### config.mk
export PLATFORM = sky130hd
export DESIGN_NAME = dmac_top
export DESIGN_NICKNAME = d
export VERILOG_FILES = /design/src/rtl/dmac_pkg.sv /design/src/rtl/dmac_regs.sv /design/src/rtl/dmac_arb.sv /design/src/rtl/dmac_eng.sv /design/src/rtl/dmac_top.sv
export SDC_FILE = /design/constraint.sdc
export NUM_CORES = 1
export LEC_CHECK = 0
export BUFFER_PORTS_ARGS = -buffer_cell sky130_fd_sc_hd__clkbuf_2
export CORE_ASPECT_RATIO = 1.5
export CORE_MARGIN = 2
export CORE_UTILIZATION = 56
export DETAILED_ROUTE_END_ITERATION = 10
export PLACE_DENSITY = 0.86
export SLEW_MARGIN = 20
export SYNTH_ARGS = -nofsm -noshare
export SYNTH_HDL_FRONTEND = slang
export SYNTH_SLANG_ARGS = --single-unit
### constraint.sdc
create_clock -name clk -period 3.05 [get_ports clk]
set_input_delay 0.1525 -clock clk [delete_from_list [all_inputs] [get_ports clk]]
set_output_delay 0.1525 -clock clk [all_outputs]
set_load 0.1 [all_outputs]
### src/rtl/dmac_pkg.sv
package dmac_pkg;
    typedef enum logic [2:0] {
        ST_IDLE = 3'd0,
        ST_HOLD = 3'd1,
        ST_S1   = 3'd2,
        ST_S2   = 3'd3,
        ST_S3   = 3'd4,
        ST_S4   = 3'd5
    } dma_st_e;

    typedef enum logic [1:0] {
        XF_VERIFY = 2'b00,
        XF_TO_MEM = 2'b01,
        XF_TO_IO  = 2'b10,
        XF_NONE   = 2'b11
    } xfer_e;
endpackage

### src/rtl/dmac_regs.sv
module dmac_regs #(
    parameter int NCH = 4,
    parameter int DW  = 8,
    localparam int CHW = $clog2(NCH),
    localparam int RA  = CHW + 2,
    localparam int AW  = 2 * DW,
    localparam int CW  = AW - 2
) (
    input  logic                    clk,
    input  logic                    rst,
    input  logic                    acc_en,
    input  logic                    cs,
    input  logic                    wr_stb,
    input  logic                    rd_stb,
    input  logic [RA-1:0]           reg_addr,
    input  logic [DW-1:0]           wdata,
    output logic [DW-1:0]           rdata,
    output logic [NCH-1:0][AW-1:0]  adr_o,
    output logic [NCH-1:0][AW-1:0]  cnt_o,
    output logic [NCH-1:0]          en_o,
    output logic                    rot_o,
    input  logic                    upd_en,
    input  logic [CHW-1:0]          upd_ch,
    input  logic                    upd_tc
);
    localparam int ROT_BIT = NCH;

    typedef struct packed {
        logic [NCH-1:0][AW-1:0] adr;
        logic [NCH-1:0][AW-1:0] cnt;
        logic [NCH-1:0]         en;
        logic                   rot;
        logic [NCH-1:0]         tcs;
        logic                   ptr;
    } regs_t;

    regs_t q, d;
    logic wr_ok, rd_ok, is_ctl, is_cnt;
    logic [CHW-1:0] sel_ch;
    logic [AW-1:0]  sel_word;

    always_comb begin
        wr_ok    = cs & wr_stb & acc_en;
        rd_ok    = cs & rd_stb & acc_en;
        is_ctl   = reg_addr[RA-1];
        is_cnt   = reg_addr[0];
        sel_ch   = reg_addr[CHW:1];
        sel_word = is_cnt ? q.cnt[sel_ch] : q.adr[sel_ch];

        if (is_ctl) rdata = {{(DW-NCH){1'b0}}, q.tcs};
        else        rdata = q.ptr ? sel_word[AW-1:DW] : sel_word[DW-1:0];

        d = q;
        // status flags clear on read; a terminal event in the same clock wins
        if (rd_ok && is_ctl) d.tcs = '0;
        if (upd_en) begin
            d.adr[upd_ch]         = q.adr[upd_ch] + 1'b1;
            d.cnt[upd_ch][CW-1:0] = q.cnt[upd_ch][CW-1:0] - 1'b1;
            if (upd_tc) begin
                d.en[upd_ch]  = 1'b0;
                d.tcs[upd_ch] = 1'b1;
            end
        end
        if (wr_ok) begin
            if (is_ctl) begin
                d.en  = wdata[NCH-1:0];
                d.rot = wdata[ROT_BIT];
            end else begin
                if (is_cnt) begin
                    if (q.ptr) d.cnt[sel_ch][AW-1:DW] = wdata;
                    else       d.cnt[sel_ch][DW-1:0]  = wdata;
                end else begin
                    if (q.ptr) d.adr[sel_ch][AW-1:DW] = wdata;
                    else       d.adr[sel_ch][DW-1:0]  = wdata;
                end
                d.ptr = ~q.ptr;
            end
        end
        if (rd_ok && !is_ctl) d.ptr = ~q.ptr;
    end

    always_ff @(posedge clk) begin
        if (rst) q <= '0;
        else     q <= d;
    end

    assign adr_o = q.adr;
    assign cnt_o = q.cnt;
    assign en_o  = q.en;
    assign rot_o = q.rot;

    // count field steps down by one per cycle
    p_count_step_r8: assert property (@(posedge clk) disable iff (rst)
        upd_en |=> q.cnt[$past(upd_ch)][CW-1:0] == CW'($past(q.cnt[upd_ch][CW-1:0]) - 1'b1));

    // terminal cycle disables the channel and flags it
    p_tc_disables_r9: assert property (@(posedge clk) disable iff (rst)
        (upd_en && upd_tc) |=> (!q.en[$past(upd_ch)] && q.tcs[$past(upd_ch)]));

    // a status read with no terminal event leaves all flags clear
    p_status_clear_r10: assert property (@(posedge clk) disable iff (rst)
        (rd_ok && is_ctl && !upd_en) |=> (q.tcs == '0));
endmodule

### src/rtl/dmac_arb.sv
module dmac_arb #(
    parameter int NCH = 4,
    localparam int CHW = $clog2(NCH)
) (
    input  logic            clk,
    input  logic            rst,
    input  logic [NCH-1:0]  req,
    input  logic            rot,
    input  logic [CHW-1:0]  last,
    output logic [CHW-1:0]  gnt,
    output logic            any
);
    logic [CHW-1:0] base, idx;
    logic [NCH-1:0] below;

    always_comb begin
        base = rot ? CHW'(last + 1'b1) : '0;
        gnt  = '0;
        any  = 1'b0;
        idx  = '0;
        for (int k = 0; k < NCH; k++) begin
            idx = CHW'(base + CHW'(k));
            if (!any && req[idx]) begin
                any = 1'b1;
                gnt = idx;
            end
        end
        below = req & ((NCH'(1) << gnt) - NCH'(1));
    end

    // a grant always points at a live request
    p_grant_live_r11: assert property (@(posedge clk) disable iff (rst)
        any |-> req[gnt]);

    // in fixed rank no lower-numbered channel is waiting
    p_fixed_lowest_r11: assert property (@(posedge clk) disable iff (rst)
        (any && !rot) |-> (below == '0));
endmodule

### src/rtl/dmac_eng.sv
module dmac_eng
    import dmac_pkg::*;
#(
    parameter int NCH = 4,
    parameter int AW  = 16,
    localparam int CHW = $clog2(NCH),
    localparam int CW  = AW - 2
) (
    input  logic                    clk,
    input  logic                    rst,
    input  logic [NCH-1:0]          pend,
    input  logic                    rot,
    input  logic [NCH-1:0][AW-1:0]  adr_all,
    input  logic [NCH-1:0][AW-1:0]  cnt_all,
    input  logic                    hlda,
    input  logic                    ready,
    output logic                    hrq,
    output logic [NCH-1:0]          dack,
    output logic                    addr_oe,
    output logic [AW-1:0]           mem_addr,
    output logic                    ior,
    output logic                    iow,
    output logic                    memr,
    output logic                    memw,
    output logic                    tc,
    output logic                    idle,
    output logic                    upd_en,
    output logic [CHW-1:0]          upd_ch,
    output logic                    upd_tc
);
    typedef struct packed {
        dma_st_e        st;
        logic           hrq;
        logic [CHW-1:0] ch;
        logic [CHW-1:0] last;
    } eng_t;

    eng_t q, d;
    logic [AW-1:0]  cur_cnt;
    logic           term, in_cyc, stb;
    xfer_e          typ;
    logic [NCH-1:0] kill, arb_req;
    logic [CHW-1:0] arb_last, gnt;
    logic           any;

    dmac_arb #(.NCH(NCH)) u_arb (
        .clk (clk),
        .rst (rst),
        .req (arb_req),
        .rot (rot),
        .last(arb_last),
        .gnt (gnt),
        .any (any)
    );

    always_comb begin
        cur_cnt  = cnt_all[q.ch];
        term     = (cur_cnt[CW-1:0] == '0);
        typ      = xfer_e'(cur_cnt[AW-1:CW]);
        in_cyc   = (q.st == ST_S1) || (q.st == ST_S2) || (q.st == ST_S3) || (q.st == ST_S4);
        stb      = (q.st == ST_S2) || (q.st == ST_S3);
        // a channel finishing its block this clock must not win the next slot
        kill     = (q.st == ST_S4 && term) ? (NCH'(1) << q.ch) : '0;
        arb_req  = pend & ~kill;
        arb_last = (q.st == ST_S4) ? q.ch : q.last;

        d = q;
        case (q.st)
            ST_IDLE: begin
                if (any) begin
                    d.hrq = 1'b1;
                    d.st  = ST_HOLD;
                end
            end
            ST_HOLD: begin
                if (!any) begin
                    d.hrq = 1'b0;
                    d.st  = ST_IDLE;
                end else if (hlda) begin
                    d.ch = gnt;
                    d.st = ST_S1;
                end
            end
            ST_S1: d.st = ST_S2;
            ST_S2: d.st = ST_S3;
            ST_S3: if (ready) d.st = ST_S4;
            ST_S4: begin
                d.last = q.ch;
                if (any) begin
                    if (hlda) begin
                        d.ch = gnt;
                        d.st = ST_S1;
                    end else begin
                        d.st = ST_HOLD;
                    end
                end else begin
                    d.hrq = 1'b0;
                    d.st  = ST_IDLE;
                end
            end
            default: begin
                d.hrq = 1'b0;
                d.st  = ST_IDLE;
            end
        endcase
    end

    always_ff @(posedge clk) begin
        if (rst) q <= '{st: ST_IDLE, hrq: 1'b0, ch: '0, last: CHW'(NCH - 1)};
        else     q <= d;
    end

    assign hrq      = q.hrq;
    assign dack     = in_cyc ? (NCH'(1) << q.ch) : '0;
    assign addr_oe  = in_cyc;
    assign mem_addr = adr_all[q.ch];
    assign ior      = stb && (typ == XF_TO_MEM);
    assign memw     = stb && (typ == XF_TO_MEM);
    assign memr     = stb && (typ == XF_TO_IO);
    assign iow      = stb && (typ == XF_TO_IO);
    assign tc       = in_cyc && term;
    assign idle     = (q.st == ST_IDLE);
    assign upd_en   = (q.st == ST_S4);
    assign upd_ch   = q.ch;
    assign upd_tc   = term;

    // bus ownership starts only after the grant was seen
    p_owns_after_grant_r4: assert property (@(posedge clk) disable iff (rst)
        $rose(addr_oe) |-> $past(hlda));

    // address drive only while the hold request is up
    p_drive_under_hold_r4: assert property (@(posedge clk) disable iff (rst)
        addr_oe |-> hrq);

    // at most one channel acknowledged
    p_single_ack_r5: assert property (@(posedge clk) disable iff (rst)
        $onehot0(dack));

    // a low ready keeps the strobes and the address where they are
    p_wait_holds_r6: assert property (@(posedge clk) disable iff (rst)
        (q.st == ST_S3 && !ready) |=> (stb && $stable(mem_addr) && $stable(dack)));

    // never both memory strobes nor both I/O strobes
    p_strobe_pair_r7: assert property (@(posedge clk) disable iff (rst)
        !(memr && memw) && !(ior && iow));
endmodule

### src/rtl/dmac_top.sv
module dmac_top #(
    parameter int NCH = 4,
    parameter int DW  = 8,
    localparam int RA = $clog2(NCH) + 2,
    localparam int AW = 2 * DW
) (
    input  logic            clk,
    input  logic            rst,
    input  logic            cs,
    input  logic            wr_stb,
    input  logic            rd_stb,
    input  logic [RA-1:0]   reg_addr,
    input  logic [DW-1:0]   wdata,
    output logic [DW-1:0]   rdata,
    input  logic [NCH-1:0]  dreq,
    output logic [NCH-1:0]  dack,
    output logic            hrq,
    input  logic            hlda,
    input  logic            ready,
    output logic [AW-1:0]   mem_addr,
    output logic            addr_oe,
    output logic            ior,
    output logic            iow,
    output logic            memr,
    output logic            memw,
    output logic            tc
);
    localparam int CHW = $clog2(NCH);

    logic [NCH-1:0][AW-1:0] adr_all, cnt_all;
    logic [NCH-1:0]         en;
    logic                   rot, idle, upd_en, upd_tc;
    logic [CHW-1:0]         upd_ch;
    logic [NCH-1:0]         pend;

    assign pend = dreq & en;

    dmac_regs #(.NCH(NCH), .DW(DW)) u_regs (
        .clk     (clk),
        .rst     (rst),
        .acc_en  (idle),
        .cs      (cs),
        .wr_stb  (wr_stb),
        .rd_stb  (rd_stb),
        .reg_addr(reg_addr),
        .wdata   (wdata),
        .rdata   (rdata),
        .adr_o   (adr_all),
        .cnt_o   (cnt_all),
        .en_o    (en),
        .rot_o   (rot),
        .upd_en  (upd_en),
        .upd_ch  (upd_ch),
        .upd_tc  (upd_tc)
    );

    dmac_eng #(.NCH(NCH), .AW(AW)) u_eng (
        .clk     (clk),
        .rst     (rst),
        .pend    (pend),
        .rot     (rot),
        .adr_all (adr_all),
        .cnt_all (cnt_all),
        .hlda    (hlda),
        .ready   (ready),
        .hrq     (hrq),
        .dack    (dack),
        .addr_oe (addr_oe),
        .mem_addr(mem_addr),
        .ior     (ior),
        .iow     (iow),
        .memr    (memr),
        .memw    (memw),
        .tc      (tc),
        .idle    (idle),
        .upd_en  (upd_en),
        .upd_ch  (upd_ch),
        .upd_tc  (upd_tc)
    );

    // no hold request while nothing enabled is requesting and the engine is idle
    p_masked_quiet_r3: assert property (@(posedge clk) disable iff (rst)
        (idle && pend == '0) |=> !hrq);
endmodule

==> summary.md <==
| Metric | Value |
|---|---|
| Register area | `2930 sq um` |
| Worst reg2reg startpoint | `u_eng.upd_ch[0]` |
| Synth Area per Inst | `8.41 sq um` |
| Reg2reg path depth | `11` |
| Slowest CP cell | `mux4_2` |
| Filler Cells Inserted | `1,164` |
| CTS tree | `yes` |
| Max Fclk | `318 MHz` |
| Placed cells | `1,332` |
| Crit-path cells | `mux4_2 -> inv_2 -> ha_4 -> nand3_4 -> a2111oi_4 -> buf_4 -> nand3_4 -> a221oi_4 -> nand3_2 -> o41ai_2 -> o21bai_1` |
| CP max FO | `6` |
| Sequential Power Share | `42.9%` |
| PortBufs | `57` |
| Antenna viol nets, final | `0` |
| Syn Inst Count | `1,109` |
| Power per cell area | `415 nW/um^2` |
| Post-synth EDFFs | `0` |
| Die W | `109 um` |
| RSZ-0062 raised after global routing | `yes` |
| Vias per cell | `6.93` |
| Worst Hold End | `u_eng.upd_ch[0]` |
| Num Clock Sinks | `146` |
| Crit. End Element | `flop` |
| Die Height | `162 um` |
| Drt drc | `0` |
| Post-DP HPWL | `19,700 um` |
| Delay of the slowest cell on the worst path | `570 ps` |
| Buf+Inv Stages, Crit Path | `2` |
| I/O pin count | `58` |
| Clock Power Share | `46.3%` |
| Proportion of layout cells with a drive suffix above 1 | `24.3%` |
| Tcrit/Tclk final | `103%` |
| Most used cell, CP | `nand3_4` |
| Area taken by multi-input logic gates | `6120 sq um` |
| Fin. max-slew vios | `0` |
| Critical Path RT | `3410 ps` |
| Dominant synthesized flop cell | `dfxtp_1` |
| WS Path Type | `reg2reg` |
| Comb pwr share | `10.8%` |
| Element type at the critical path start | `flop` |
| Global-route wire length before repair | `47,600 um` |
| Synth cell types | `66` |
| Initial DRC Count | `1,466` |
| Internal power | `3.25 mW` |
| Final Hold Vio Count | `0` |
| Synth async-reset ratio | `0%` |
| Setup violators final | `7` |
| Leak | `3.75 nW` |
| Status | `finished with violations` |
| Switching Fraction | `28.5%` |
| Final min period | `3140 ps` |
| Synth Register Bits | `146` |
| Clock Path Buffers | `2` |
| Grt ovf | `0` |
| Htree depth | `4` |
| Hold Path Class | `in2reg` |
| Syn-to-layout area delta | `17.5%` |
| Layout Cells excl Fill | `1,377` |
| Vias in the first global route | `8,950` |
| Slew @ Worst Pin | `797 ps` |
| Synth Cell Area | `9320 sq um` |
| Slack of the worst reg-to-reg path | `-90 ps` |
| Max Cap Viol | `0` |
| Critical R2R Capture | `u_eng.upd_ch[1]` |
| Hold slack | `68.5 ps` |
| Area of the die | `17,700 sq um` |
| Arrival time at the worst endpoint | `3500 ps` |
| Clock-pin slew on the worst setup and hold paths | `60 ps` |
| Root Buffer | `clkbuf_16` |
| Clock latency at the later pin of the worst-skew pair | `430 ps` |
| GRT Util Overall | `34.9%` |
| NetSw | `1.29 mW` |
| Initial antenna violation count | `0` |
| DRT Pass-1 Iters | `6` |
| Cell family with most CP delay | `compound AO/OA/AOI/OAI gates` |
| Final Wtd Congestion | `0.939` |
| Seq/Total Area, Yosys | `31.4%` |
| Slack of the critical path | `-90.9 ps` |
| Initial core utilization | `57.3%` |
| Vias | `9,539` |
| Worst VDD drop | `0.000378 V` |
| Tot Pwr | `4.54 mW` |
| Worst Hold Depth | `3` |
| Most frequent cells in the layout | `nor2_1 (238), dfxtp_1 (144), a21oi_1 (130)` |
| Slew margin rel. | `46.8%` |
| Post-Route Skew | `9.75 ps` |
| Antenna diodes | `0` |
| Number of buffers created by CTS | `17` |
| WL per Instance | `22.6 um` |
| Commonest non-fill, non-tap cell in the layout | `nor2_1` |
| Rows | `57` |
| HP Start | `hlda` |
| Largest net degree at the start of global routing | `91` |
| Post-Route WL | `31,100 um` |
| Synth Net Count | `1,135` |
| Final nets | `1,184` |
| Core Area | `16,300 sq um` |
| Cts hold-fix bufs | `0` |
| Synth Warn # | `0` |
| Failing checks | `setup timing` |
==> sequential cells by signal, indices dropped and copies added, names as in the netlist <==
name / count
u_regs.adr_o: 64
u_regs.en_o: 4
u_regs.cnt_o: 64
u_regs.q: 5
u_eng.hrq: 1
u_eng.q: 5
u_eng.upd_ch: 2
u_regs.rot_o: 1
==> layer usage <==
metal  part of all wire (%)  track usage (%)  vias to the layer above
met5                      0                0                        -
met4                    9.1             24.2                        0
met3                     10             8.19                      239
met2                     47             55.4                      707
met1                     33             41.0                     4453
li1                       -                -                     4140
==> through the flow <==
step / cell area [sq um] / TNS (ps) / setup slack [ps] / utilization [%]
global placement: 10100 / 0 / 47.1 / 62.3
global route: 11000 / -975 / -161 / 67.4
detailed placement: 10100 / -38.5 / -19.0 / 62.3
finish: 11000 / -331 / -90.9 / 67.4
CTS: 10800 / 0 / 7.81 / 66.4
floorplan: 9380 / -203 / -203 / -
==> how the worst max path moves through the flow <==
stage / slack (ps) / from / endpoint / depth (start not counted)
floorplan: -200 / u_eng.upd_ch[0] / memr / 8
global route: -160 / u_eng.upd_ch[0] / u_eng.q[6] / 11
global placement: 50 / u_eng.upd_ch[0] / u_eng.upd_ch[0] / 11
CTS: 8 / u_eng.upd_ch[0] / tc / 9
detailed placement: -20 / u_eng.upd_ch[0] / u_eng.upd_ch[1] / 11
finish: -90 / u_eng.upd_ch[0] / u_eng.upd_ch[1] / 11
==> power by group through the flow <==
stage	sequential, mW	combinational [mW]	clock (mW)
final	1.95	0.490	2.10
after global routing	1.95	0.508	2.16
after CTS	1.95	0.456	2.09
after detailed placement	1.99	0.440	0
after global placement	1.99	0.434	0
after floorplan	1.98	0.322	0
==> synth_stat cells, drive strengths merged (2+ instances only) <==
cell | number | area share, %
nand2 | 95 | 3.9
mux2i | 19 | 2.0
and2 | 9 | 0.60
nor2b | 9 | 0.60
mux4 | 71 | 17
nor4 | 5 | 0.63
a31oi | 4 | 0.27
nand3b | 3 | 0.24
and3 | 9 | 0.60
a21oi | 130 | 7.0
mux2 | 7 | 0.85
a31o | 3 | 0.28
o2111ai | 5 | 0.54
a211oi | 79 | 6.4
nand3 | 27 | 1.6
o211ai | 25 | 2.0
clkbuf | 74 | 3.0
nand4 | 3 | 0.20
a41oi | 2 | 0.27
o22ai | 2 | 0.13
o21ai | 12 | 0.64
dfxtp | 146 | 31
nor3 | 19 | 1.0
nor2 | 240 | 9.7
buf | 27 | 1.6
xor2 | 6 | 0.56
ha | 3 | 0.40
inv | 12 | 0.48
nand2b | 5 | 0.34
nor3b | 2 | 0.16
or3 | 12 | 0.81
xnor2 | 24 | 2.3
==> worst register-to-register path, cell delays in order, from the launching register on <==
cell	delay, ps
dfxtp_4	420
mux4_2	570
inv_2	110
ha_4	170
nand3_4	90
a2111oi_4	410
buf_4	220
nand3_4	80
a221oi_4	380
nand3_2	170
o41ai_2	300
o21bai_1	140
==> cell type report <==
cell class	count	area share, %
clock inverters	14	1.30
clock buffers	18	3.92
flip-flops and latches	146	26.7
inverters	13	0.446
repair buffers	131	9.35
multi-input cells	849	55.9
well taps	206	2.35
==> cells by family (layout without fill, tap and decap cells) <==
| family | after synthesis | after routing | synth area share [%] |
|---|---|---|---|
| AOI/OAI and AO/OA | 276 | 276 | 19.2 |
| xor gates and xnor gates | 30 | 30 | 2.90 |
| adders and majority gates | 3 | 3 | 0.403 |
| buffers and inverters | 114 | 176 | 5.11 |
| DFF | 146 | 146 | 31.4 |
| muxes | 97 | 97 | 20.2 |
| and+or+nand+nor | 443 | 443 | 20.8 |
==> what timing repair did <==
action	in CTS	in global routing
pin swaps	3	19
gates resized for setup	13	19
endpoints found under the setup margin	13	48
gates cloned	1	0
buffers inserted	3	9
No activity file was read; power rests on OpenSTA's default activity.
